===== config.mk =====
export PLATFORM = sky130hd
export DESIGN_NAME = excl_victim_cache
export DESIGN_NICKNAME = d
export VERILOG_FILES = /design/src/rtl/excl_cache_pkg.sv /design/src/rtl/lru_tag_store.sv /design/src/rtl/swap_sequencer.sv /design/src/rtl/excl_victim_cache.sv
export SDC_FILE = /design/constraint.sdc
export NUM_CORES = 1
export LEC_CHECK = 0
export CAP_MARGIN = 20
export CORE_MARGIN = 5
export CORE_UTILIZATION = 47
export DETAILED_ROUTE_END_ITERATION = 6
export SLEW_MARGIN = 0
export SYNTH_ARGS = -nofsm -noshare
export SYNTH_HDL_FRONTEND = slang
export SYNTH_SLANG_ARGS = --single-unit

===== constraint.sdc =====
create_clock -name clk -period 6.01 [get_ports clk]
set_clock_uncertainty 0.05 [all_clocks]
set_input_delay 0.9015 -clock clk [delete_from_list [all_inputs] [get_ports clk]]
set_output_delay 0.9015 -clock clk [all_outputs]
set_load 0.05 [all_outputs]

===== src/rtl/excl_cache_pkg.sv =====
// Shared definitions for the exclusive victim-swapping cache controller.
// Assumes: outcome codes are fixed so any requester can decode them.
package excl_cache_pkg;

    typedef enum logic [2:0] {
        ST_IDLE,     // waiting for a request
        ST_LOOK,     // both levels searched
        ST_XTRACT,   // second-level entry of the requested block freed
        ST_PUSH,     // first-level victim written into the second level
        ST_FILL      // requested block installed in the first level
    } swap_state_t;

    localparam logic [1:0] OUT_L1_HIT = 2'b00;
    localparam logic [1:0] OUT_L2_HIT = 2'b01;
    localparam logic [1:0] OUT_MEMORY = 2'b10;

endpackage


===== src/rtl/lru_tag_store.sv =====
// Set-associative tag/state store with true-LRU ordering by per-way age.
// Lookup is combinational on lk_addr: hit way, plus the victim way of the
// same set (first invalid way, else the oldest way).
// One write per cycle; a write with wr_valid=1 makes that way most recent,
// an invalidating write leaves the ages alone.
// Assumes: SETS and WAYS are powers of two, both at least 2.
module lru_tag_store #(
    parameter int ADDR_W = 12,
    parameter int SETS   = 4,
    parameter int WAYS   = 2
) (
    input  logic              clk,
    input  logic              rst_n,
    input  logic [ADDR_W-1:0] lk_addr,
    output logic              lk_hit,
    output logic [$clog2(WAYS)-1:0] lk_way,
    output logic              lk_dirty,
    output logic [$clog2(WAYS)-1:0] vic_way,
    output logic              vic_valid,
    output logic [ADDR_W-1:0] vic_addr,
    output logic              vic_dirty,
    input  logic              wr_en,
    input  logic [ADDR_W-1:0] wr_addr,
    input  logic [$clog2(WAYS)-1:0] wr_way,
    input  logic              wr_valid,
    input  logic              wr_dirty
);
    localparam int SET_W = $clog2(SETS);
    localparam int WAY_W = $clog2(WAYS);
    localparam int TAG_W = ADDR_W - SET_W;

    logic             vld   [SETS][WAYS];
    logic             dty   [SETS][WAYS];
    logic [TAG_W-1:0] tag   [SETS][WAYS];
    logic [WAY_W-1:0] age   [SETS][WAYS];

    logic [SET_W-1:0] lk_set;
    logic [TAG_W-1:0] lk_tag;
    logic [SET_W-1:0] wr_set;
    logic [TAG_W-1:0] wr_tag;
    logic             free_found;

    assign lk_set = lk_addr[SET_W-1:0];
    assign lk_tag = lk_addr[ADDR_W-1:SET_W];
    assign wr_set = wr_addr[SET_W-1:0];
    assign wr_tag = wr_addr[ADDR_W-1:SET_W];

    // Tag compare across the ways of the looked-up set.
    always_comb begin
        lk_hit   = 1'b0;
        lk_way   = '0;
        lk_dirty = 1'b0;
        for (int w = 0; w < WAYS; w++) begin
            if (vld[lk_set][w] && tag[lk_set][w] == lk_tag) begin
                lk_hit   = 1'b1;
                lk_way   = WAY_W'(w);
                lk_dirty = dty[lk_set][w];
            end
        end
    end

    // Victim choice: lowest invalid way, otherwise the oldest way.
    always_comb begin
        free_found = 1'b0;
        vic_way    = '0;
        for (int w = 0; w < WAYS; w++) begin
            if (!vld[lk_set][w] && !free_found) begin
                free_found = 1'b1;
                vic_way    = WAY_W'(w);
            end
        end
        if (!free_found) begin
            for (int w = 0; w < WAYS; w++) begin
                if (age[lk_set][w] == WAY_W'(WAYS - 1)) begin
                    vic_way = WAY_W'(w);
                end
            end
        end
    end

    assign vic_valid = vld[lk_set][vic_way];
    assign vic_dirty = dty[lk_set][vic_way];
    assign vic_addr  = {tag[lk_set][vic_way], lk_set};

    // Entry update and recency ordering.
    always_ff @(posedge clk) begin
        if (!rst_n) begin
            for (int s = 0; s < SETS; s++) begin
                for (int w = 0; w < WAYS; w++) begin
                    vld[s][w] <= 1'b0;
                    dty[s][w] <= 1'b0;
                    tag[s][w] <= '0;
                    age[s][w] <= WAY_W'(w);
                end
            end
        end else if (wr_en) begin
            vld[wr_set][wr_way] <= wr_valid;
            dty[wr_set][wr_way] <= wr_dirty;
            tag[wr_set][wr_way] <= wr_tag;
            if (wr_valid) begin
                for (int w = 0; w < WAYS; w++) begin
                    if (WAY_W'(w) == wr_way) begin
                        age[wr_set][w] <= '0;
                    end else if (age[wr_set][w] < age[wr_set][wr_way]) begin
                        age[wr_set][w] <= age[wr_set][w] + 1'b1;
                    end
                end
            end
        end
    end

endmodule


===== src/rtl/swap_sequencer.sv =====
// Step sequencer for one request: look up, then either finish (first-level
// hit) or run free-below / push-down / install steps.
// Assumes: a request is only taken in ST_IDLE; the step count is fixed
// per outcome, whether or not a victim actually exists.
module swap_sequencer
    import excl_cache_pkg::*;
(
    input  logic        clk,
    input  logic        rst_n,
    input  logic        req_valid,
    input  logic        l1_hit,
    input  logic        l2_hit,
    output swap_state_t state
);
    swap_state_t nxt;

    // Next-step selection.
    always_comb begin
        nxt = state;
        unique case (state)
            ST_IDLE:   if (req_valid) nxt = ST_LOOK;
            ST_LOOK:   nxt = l1_hit ? ST_IDLE : (l2_hit ? ST_XTRACT : ST_PUSH);
            ST_XTRACT: nxt = ST_PUSH;
            ST_PUSH:   nxt = ST_FILL;
            ST_FILL:   nxt = ST_IDLE;
            default:   nxt = ST_IDLE;
        endcase
    end

    // State register.
    always_ff @(posedge clk) begin
        if (!rst_n) state <= ST_IDLE;
        else        state <= nxt;
    end

endmodule


===== src/rtl/excl_victim_cache.sv =====
// Exclusive two-level cache tag controller. The second level only receives
// first-level victims; a second-level hit frees the entry below, pushes the
// first-level victim down and installs the block above.
// Assumes: requester waits for busy low; tags and state only, no data.
module excl_victim_cache
    import excl_cache_pkg::*;
#(
    parameter int ADDR_W  = 12,
    parameter int L1_SETS = 4,
    parameter int L1_WAYS = 2,
    parameter int L2_SETS = 8,
    parameter int L2_WAYS = 4
) (
    input  logic              clk,
    input  logic              rst_n,
    input  logic              req_valid,
    input  logic [ADDR_W-1:0] req_addr,
    input  logic              req_write,
    output logic              busy,
    output logic              resp_valid,
    output logic [1:0]        resp_code,
    output logic              wb_valid,
    output logic [ADDR_W-1:0] wb_addr
);
    localparam int L1_WW = $clog2(L1_WAYS);
    localparam int L2_WW = $clog2(L2_WAYS);

    swap_state_t state;

    logic [ADDR_W-1:0] addr_q;
    logic              write_q;
    logic              blk_dirty_q;
    logic              from_l2_q;

    logic              l1_lk_hit, l1_lk_dirty, l1_vic_valid, l1_vic_dirty;
    logic [L1_WW-1:0]  l1_lk_way, l1_vic_way, l1_wr_way;
    logic [ADDR_W-1:0] l1_vic_addr;
    logic              l1_wr_en, l1_wr_dirty;

    logic              l2_lk_hit, l2_lk_dirty, l2_vic_valid, l2_vic_dirty;
    logic [L2_WW-1:0]  l2_lk_way, l2_vic_way, l2_wr_way;
    logic [ADDR_W-1:0] l2_vic_addr, l2_lk_addr, l2_wr_addr;
    logic              l2_wr_en, l2_wr_valid, l2_wr_dirty;

    logic              in_look, in_xtract, in_push, in_fill;

    assign in_look   = (state == ST_LOOK);
    assign in_xtract = (state == ST_XTRACT);
    assign in_push   = (state == ST_PUSH);
    assign in_fill   = (state == ST_FILL);
    assign busy      = (state != ST_IDLE);

    swap_sequencer u_seq (
        .clk       (clk),
        .rst_n     (rst_n),
        .req_valid (req_valid),
        .l1_hit    (l1_lk_hit),
        .l2_hit    (l2_lk_hit),
        .state     (state)
    );

    // First level: refreshed on a hit, written with the block on a fill.
    assign l1_wr_en    = (in_look && l1_lk_hit) || in_fill;
    assign l1_wr_way   = in_look ? l1_lk_way : l1_vic_way;
    assign l1_wr_dirty = (in_look ? l1_lk_dirty : blk_dirty_q) | write_q;

    lru_tag_store #(.ADDR_W(ADDR_W), .SETS(L1_SETS), .WAYS(L1_WAYS)) u_l1 (
        .clk       (clk),
        .rst_n     (rst_n),
        .lk_addr   (addr_q),
        .lk_hit    (l1_lk_hit),
        .lk_way    (l1_lk_way),
        .lk_dirty  (l1_lk_dirty),
        .vic_way   (l1_vic_way),
        .vic_valid (l1_vic_valid),
        .vic_addr  (l1_vic_addr),
        .vic_dirty (l1_vic_dirty),
        .wr_en     (l1_wr_en),
        .wr_addr   (addr_q),
        .wr_way    (l1_wr_way),
        .wr_valid  (1'b1),
        .wr_dirty  (l1_wr_dirty)
    );

    // Second level: searched for the request, then for the pushed victim.
    assign l2_lk_addr  = in_push ? l1_vic_addr : addr_q;
    assign l2_wr_en    = in_xtract || (in_push && l1_vic_valid);
    assign l2_wr_way   = in_xtract ? l2_lk_way : l2_vic_way;
    assign l2_wr_addr  = in_xtract ? addr_q : l1_vic_addr;
    assign l2_wr_valid = in_push;
    assign l2_wr_dirty = in_push && l1_vic_dirty;

    lru_tag_store #(.ADDR_W(ADDR_W), .SETS(L2_SETS), .WAYS(L2_WAYS)) u_l2 (
        .clk       (clk),
        .rst_n     (rst_n),
        .lk_addr   (l2_lk_addr),
        .lk_hit    (l2_lk_hit),
        .lk_way    (l2_lk_way),
        .lk_dirty  (l2_lk_dirty),
        .vic_way   (l2_vic_way),
        .vic_valid (l2_vic_valid),
        .vic_addr  (l2_vic_addr),
        .vic_dirty (l2_vic_dirty),
        .wr_en     (l2_wr_en),
        .wr_addr   (l2_wr_addr),
        .wr_way    (l2_wr_way),
        .wr_valid  (l2_wr_valid),
        .wr_dirty  (l2_wr_dirty)
    );

    // Request capture and the dirty flag carried up from the second level.
    always_ff @(posedge clk) begin
        if (!rst_n) begin
            addr_q      <= '0;
            write_q     <= 1'b0;
            blk_dirty_q <= 1'b0;
            from_l2_q   <= 1'b0;
        end else begin
            if (state == ST_IDLE && req_valid) begin
                addr_q  <= req_addr;
                write_q <= req_write;
            end
            if (in_look) begin
                from_l2_q   <= l2_lk_hit;
                blk_dirty_q <= l2_lk_hit && l2_lk_dirty;
            end
        end
    end

    // Completion pulse and dirty-eviction report.
    always_ff @(posedge clk) begin
        if (!rst_n) begin
            resp_valid <= 1'b0;
            resp_code  <= OUT_L1_HIT;
            wb_valid   <= 1'b0;
            wb_addr    <= '0;
        end else begin
            resp_valid <= (in_look && l1_lk_hit) || in_fill;
            if (in_look && l1_lk_hit) resp_code <= OUT_L1_HIT;
            else if (in_fill)         resp_code <= from_l2_q ? OUT_L2_HIT : OUT_MEMORY;
            wb_valid <= in_push && l1_vic_valid && l2_vic_valid && l2_vic_dirty;
            if (in_push) wb_addr <= l2_vic_addr;
        end
    end

endmodule


* Word-level counts from Yosys, hierarchy flattened *
Memory sizes are Yosys's and may differ from the RTL's. A register that Yosys moved wholly into a read port is not among the register bits.
Index checks and enable logic that the tools add are counted.

word-level totals
  memories = 8
  input port bits = 16
  bits in latches = 0
  bits in registers = 34
  bits in read-only memories = 0
  bits in writable memories = 520

memories
  memory       depth  bits a word  rd ports  clocked after Yosys merged registers in  wr ports  RTL line             source
  u_l2.tag     8      36           1         0                                        8         lru_tag_store.sv:34  logic [TAG_W-1:0] tag [SETS][WAYS];
  u_l1.tag     4      20           1         1                                        4         lru_tag_store.sv:34
  u_l2.age     8      8            2         0                                        8         lru_tag_store.sv:35  logic [WAY_W-1:0] age [SETS][WAYS];
  u_l2.dty     8      4            1         0                                        8         lru_tag_store.sv:33  logic dty [SETS][WAYS];
  u_l2.vld     8      4            1         0                                        8         lru_tag_store.sv:32  logic vld [SETS][WAYS];
  u_l1.age     4      2            1         1                                        4         lru_tag_store.sv:35
  +2 memories  --     --           --        --                                       --        --

operators by class
  bitwise operators = 12
  shift operators = 0
  $lt $le $gt $ge = 12
  div/mod/pow operators = 0
  reductions and logical operators = 39
  $add $sub $neg = 6
  eq/ne operators = 18
  mux-type cells = 185
  multiply operators = 0

operators with widths
  kind                                                            number
  1-bit two-way mux                                               112
  36-bit two-way mux                                              3
  2-bit two-way mux                                               36
  20-bit two-way mux                                              3
  10-bit two-way mux                                              4
  9-bit == test                                                   4
  36-bit OR reduction                                             1
  9-bit two-way mux                                               3
  12-bit two-way mux                                              2
  4-bit two-way mux                                               6
  10-bit == test                                                  2
  20-bit OR reduction                                             1
  1-bit logical AND                                               19
  9-bit binary-select mux with 2-bit select                       1
  9-bit demux with 2-bit select                                   1
  3-bit two-way mux                                               6
  3-bit one-hot mux with 4 select lines                           1
  10-bit demux with 1-bit select                                  1
  2-bit by 1-bit adder with 2-bit output (second input constant)  4
  2-bit == test (second input constant)                           4
  2-bit < comparator                                              4
  8-bit two-way mux                                               1
  2-bit OR reduction                                              4
  4-bit OR reduction                                              2
  other kinds (26)                                                47

* Longest topological paths before layout *
An unclocked memory read counts as a cell.

  word-level depth = 41
  depth in mapped cells = 21
  mapped depth without buffers = 14

* Cells and area by module *
Synthesis repeated with hierarchy kept, for this count alone.

second synthesis, totals
  cells, all modules = 2,168
  area, all modules = 27,881.7 sq um

modules (own cells, without submodules)
  module                times used  area an instance (sq um)  cells an instance
  lru_tag_store (u_l2)  1           20,574.7                  1,532
  lru_tag_store (u_l1)  1           5,542.8                   422
  excl_victim_cache     1           1,647.8                   202
  swap_sequencer        1           116.4                     12

* Worst setup path before layout *
No wires, ideal clock.

  path type = register to register
  start = register (tool-made name)
  end = memory u_l2.dty[3][0] in the netlist's numbering, enable pin
  arrival = 4,330 ps
  required time = 5,615 ps
  path slack = 1,285 ps
  setup time = 345 ps
  clock period less this slack = 4,725 ps
  path buffers = 4
  stages on the path, launching flop included = 19
  cells stage by stage = dfxtp_1 -> buf_6 -> mux4_2 -> nand2b_4 -> a21boi_4 -> buf_2 -> mux2_2 -> and3_1 -> nor4_1 -> and4_1 -> and2_1 -> buf_2 -> nor3_1 -> or2_0 -> nor2_2 -> o21ai_1 -> or2_1 -> clkbuf_1 -> nand2_1

RTL lines
  element           RTL line
  end: declaration  lru_tag_store.sv:33

==> impl_metrics.env <==
export IMPL_synth_top_family_by_area="simple AND/OR/NAND/NOR gates"
export IMPL_holdPathStages=2
export IMPL_cts_buffers=58
export IMPL_die_h_um=249
export IMPL_synth_yosys_warnings=0
export IMPL_clock_pin_slew_worst_setup_and_hold_paths_ps=60
export IMPL_netlist_area_um2=26800
export IMPL_final_min_period_over_clock_period=0.945
export IMPL_coreArea_um2=56500
export IMPL_r2r_cells=17
export IMPL_synth_net_count=2148
export IMPL_synth_top_cell_area_share=0.568
export IMPL_ordered_cell_list_for_the_critical_path="buf_4 > mux4_2 > nand2_1 > o21ai_4 > o21ai_4 > buf_12 > mux2i_1 > xnor2_1 > nand4_1 > a2111oi_4 > mux2i_1 > o22a_1 > a21oi_2 > buf_4 > or4_1 > o2111a_2 > a21oi_1"
export IMPL_synth_compound_area_frac=0.0618
export IMPL_avgSynthCellArea_um2=12.6
export IMPL_fin_crit_ps=5680
export IMPL_number_of_flip_flops_and_latches_in_the_synthesized_netlist=556
export IMPL_grt_setup_unrepaired="false"
export IMPL_clock_sinks=556
export IMPL_dr_total_vias=17693
export IMPL_timing_max_cap_violations=0
export IMPL_placement_io_buffers=32
export IMPL_firstDrtPassIters=6
export IMPL_synth_cells_most_frequent="sky130_fd_sc_hd__edfxtp_1, sky130_fd_sc_hd__nor2_1, sky130_fd_sc_hd__nand2_1, sky130_fd_sc_hd__mux4_2, sky130_fd_sc_hd__clkbuf_1"
export IMPL_antenna_violations_before_repair=2
export IMPL_post_cts_repair_setup_buffers=0
export IMPL_stdcell_count=2948
export IMPL_synthAdderAreaFrac=0.000373
export IMPL_critical_path_slowest_cell="sky130_fd_sc_hd__mux4_2"
export IMPL_vdd_ir_drop_worst_uv=259
export IMPL_hold_path_class="reg2reg"
export IMPL_power_per_cell_area_nw_per_um2=321
export IMPL_final_hold_violation_count=0
export IMPL_worstPathMaxFanout=39
export IMPL_setup_reg_to_reg_worst_slack_ps=330
export IMPL_crit_type="reg2reg"
export IMPL_drive_gt1_frac=0.180
export IMPL_whs_endpoint="u_l1.vld[3][0]"
export IMPL_initialDrtViolationCount=1959
export IMPL_postSynth_asyncResetShare=0
export IMPL_number_of_standard_cell_rows_in_the_floorplan=87
export IMPL_cts_tree="built"
export IMPL_finalSetupViolCount=0
export IMPL_arrival_time_at_the_worst_endpoint_ps=5930
export IMPL_slew_headroom=0.169
export IMPL_synth_edff_count=507
export IMPL_placed_cells_incl_taps=2837
export IMPL_number_of_slew_limit_violations_in_the_final_report=0
export IMPL_kind_of_end_point_of_the_critical_path="flop"
export IMPL_routabilityCongestion=0.948
export IMPL_insertion_delay_ps=630
export IMPL_status="completed"
export IMPL_drc=0
export IMPL_synth_top_cells_by_area="sky130_fd_sc_hd__edfxtp_1, sky130_fd_sc_hd__mux4_2, sky130_fd_sc_hd__nor2_1, sky130_fd_sc_hd__dfxtp_1, sky130_fd_sc_hd__nand2_1"
export IMPL_rr_endpoint="u_l2.age[0][6]"
export IMPL_areaGrowthSynthToFinish_pct=12.2
export IMPL_grt_max_degree=66
export IMPL_first_global_vias=17265
export IMPL_grt_overflow_total=0
export IMPL_root_buffer="sky130_fd_sc_hd__clkbuf_16"
export IMPL_synth_top_cell_by_area="sky130_fd_sc_hd__edfxtp_1"
export IMPL_leakage_power_nw=10.5
export IMPL_avgViaCountPerCell=6.00
export IMPL_yosys_cell_count_top_type="sky130_fd_sc_hd__edfxtp_1"
export IMPL_final_antenna_net_count=0
export IMPL_setup_total_negative_slack_ps=0
export IMPL_hpwl_mm=51.4
export IMPL_initial_standard_cell_utilization_of_the_core=0.475
export IMPL_worst_pin_slew_ps=1240
export IMPL_synth_cell_type_count=79
export IMPL_min_from="u_l1.vld[3][0]"
export IMPL_clock_tree_htree_level_count=2
export IMPL_grt_pass1_wl_mm=114
export IMPL_track_usage=0.242
export IMPL_synth_xor_xnor_area_share=0.0154
export IMPL_max_stage_delay_ps=640
export IMPL_synth_seq_area_share=0.604
export IMPL_detail_route_wirelength_mm=76.4
export IMPL_synth_mux_area_frac=0.138
export IMPL_die_area_um2=61900
export IMPL_postSynth_topFlopCell="sky130_fd_sc_hd__edfxtp_1"
export IMPL_post_synth_simple_gate_area=0.151
export IMPL_io_pin_count=33
export IMPL_fmaxAchievable_mhz=176
export IMPL_routed_wire_length_per_instance_um=25.9
export IMPL_fp_dieW_um=249
export IMPL_fillers=4750
export IMPL_antenna_cells=0
export IMPL_worst_endpoint_required_ps=6260
export IMPL_fin_nets=2159
export IMPL_clk_path_buf_depth=3
export IMPL_syn_instance_count=2132
export IMPL_critical_path_startpoint_type="flop"
export IMPL_cts_hold_buf=0
-- power by group --
group | switching [mW] | internal [mW] | leakage [nW]
clock | 1.54 | 2.17 | 0.965
combinational | 1.03 | 0.500 | 4.00
sequential | 0.0772 | 4.34 | 5.50
-- worst max-delay path by stage --
| stage | startpoint | end | slack [ps] | cells past startpoint |
|---|---|---|---|---|
| 2_1_floorplan | flop | u_l2.dty[3][0] | 1280 | 18 |
| 3_3_place_gp | flop | u_l2.tag[5][20] | 430 | 15 |
| 3_5_place_dp | flop | u_l2.tag[5][20] | 330 | 15 |
| 4_1_cts | flop | u_l2.tag[5][20] | 320 | 15 |
| 5_1_grt | flop | u_l2.age[3][6] | 130 | 17 |
| 6_report | flop | u_l2.age[0][6] | 330 | 17 |
-- worst max-delay path: cells and delay by family, from the launching register on --
kind                      cells  cell delay (ps)
xor gates and xnor gates      1              170
buffers and inverters         3              800
DFF                           1              400
AOI/OAI and AO/OA             7             1620
and+or+nand+nor               3              890
muxes                         3             1370
-- state kept, by name, indices dropped and copies added (netlist names), 2 cells and up, named ones only --
register and cells:
u_seq.state 3, u_l2.dty 32, u_l1.tag 80, resp_code 2
wb_addr 12, u_l1.age 8, u_l1.vld 8, u_l2.vld 32
u_l1.dty 8, addr_q 12, u_l2.age 64, u_l2.tag 288
-- final cells by class --
cell class,count,area [um^2],area share
Inverter,11,41.3,0.00137
Multi-Input combinational cell,1390,9820,0.326
Clock buffer,68,1570,0.0522
Sequential cell,556,16200,0.539
Clock inverter,41,413,0.0137
Timing Repair Buffer,126,1080,0.0360
Tap cell,756,946,0.0314
-- cell usage in the layout (no fill, tap or decap), types with 32 or more instances in the layout --
cell type / instances
sky130_fd_sc_hd__a21oi_1: 32
sky130_fd_sc_hd__nand3_1: 32
sky130_fd_sc_hd__and3_1: 38
sky130_fd_sc_hd__nand2_1: 238
sky130_fd_sc_hd__clkbuf_16: 59
sky130_fd_sc_hd__nor2_1: 445
sky130_fd_sc_hd__and2_1: 68
sky130_fd_sc_hd__edfxtp_1: 507
sky130_fd_sc_hd__buf_4: 89
sky130_fd_sc_hd__dfxtp_1: 46
sky130_fd_sc_hd__mux2i_1: 53
sky130_fd_sc_hd__mux4_2: 131
-- metal layers --
metal / share of wire / global-route usage
met4: 0.021 / 0.0547
met3: 0.071 / 0.0366
met1: 0.43 / 0.352
met2: 0.48 / 0.390
met5: 0.00017 / 0
-- stage by stage --
step                setup slack, ps   util  power (mW)  area [um^2]  hold WS, ps
floorplan                      1280      -        5.48        26800          368
global placement                427  0.497        5.99        28100          386
detailed placement              333  0.497        6.00        28100          393
CTS                             319  0.532        9.68        30000          402
global route                    127  0.533        9.95        30100          416
finish                          331  0.533        9.65        30100          403
-- logic make-up (layout without fill, tap and decap cells) --
logic type | count (synthesis) | count (layout)
fa+ha+maj | 1 | 1
xor+xnor | 47 | 47
mux | 201 | 201
simple gates | 917 | 917
compound gates | 224 | 224
buf+inv | 186 | 246
flops | 556 | 556
-- repair_timing --
action | 4_1_cts | 5_1_grt
endpoints found under the setup margin | 0 | 42
resized for setup | 0 | 1
endpoints found under the hold margin | 0 | 0
No activity file was read; power rests on OpenSTA's default activity.
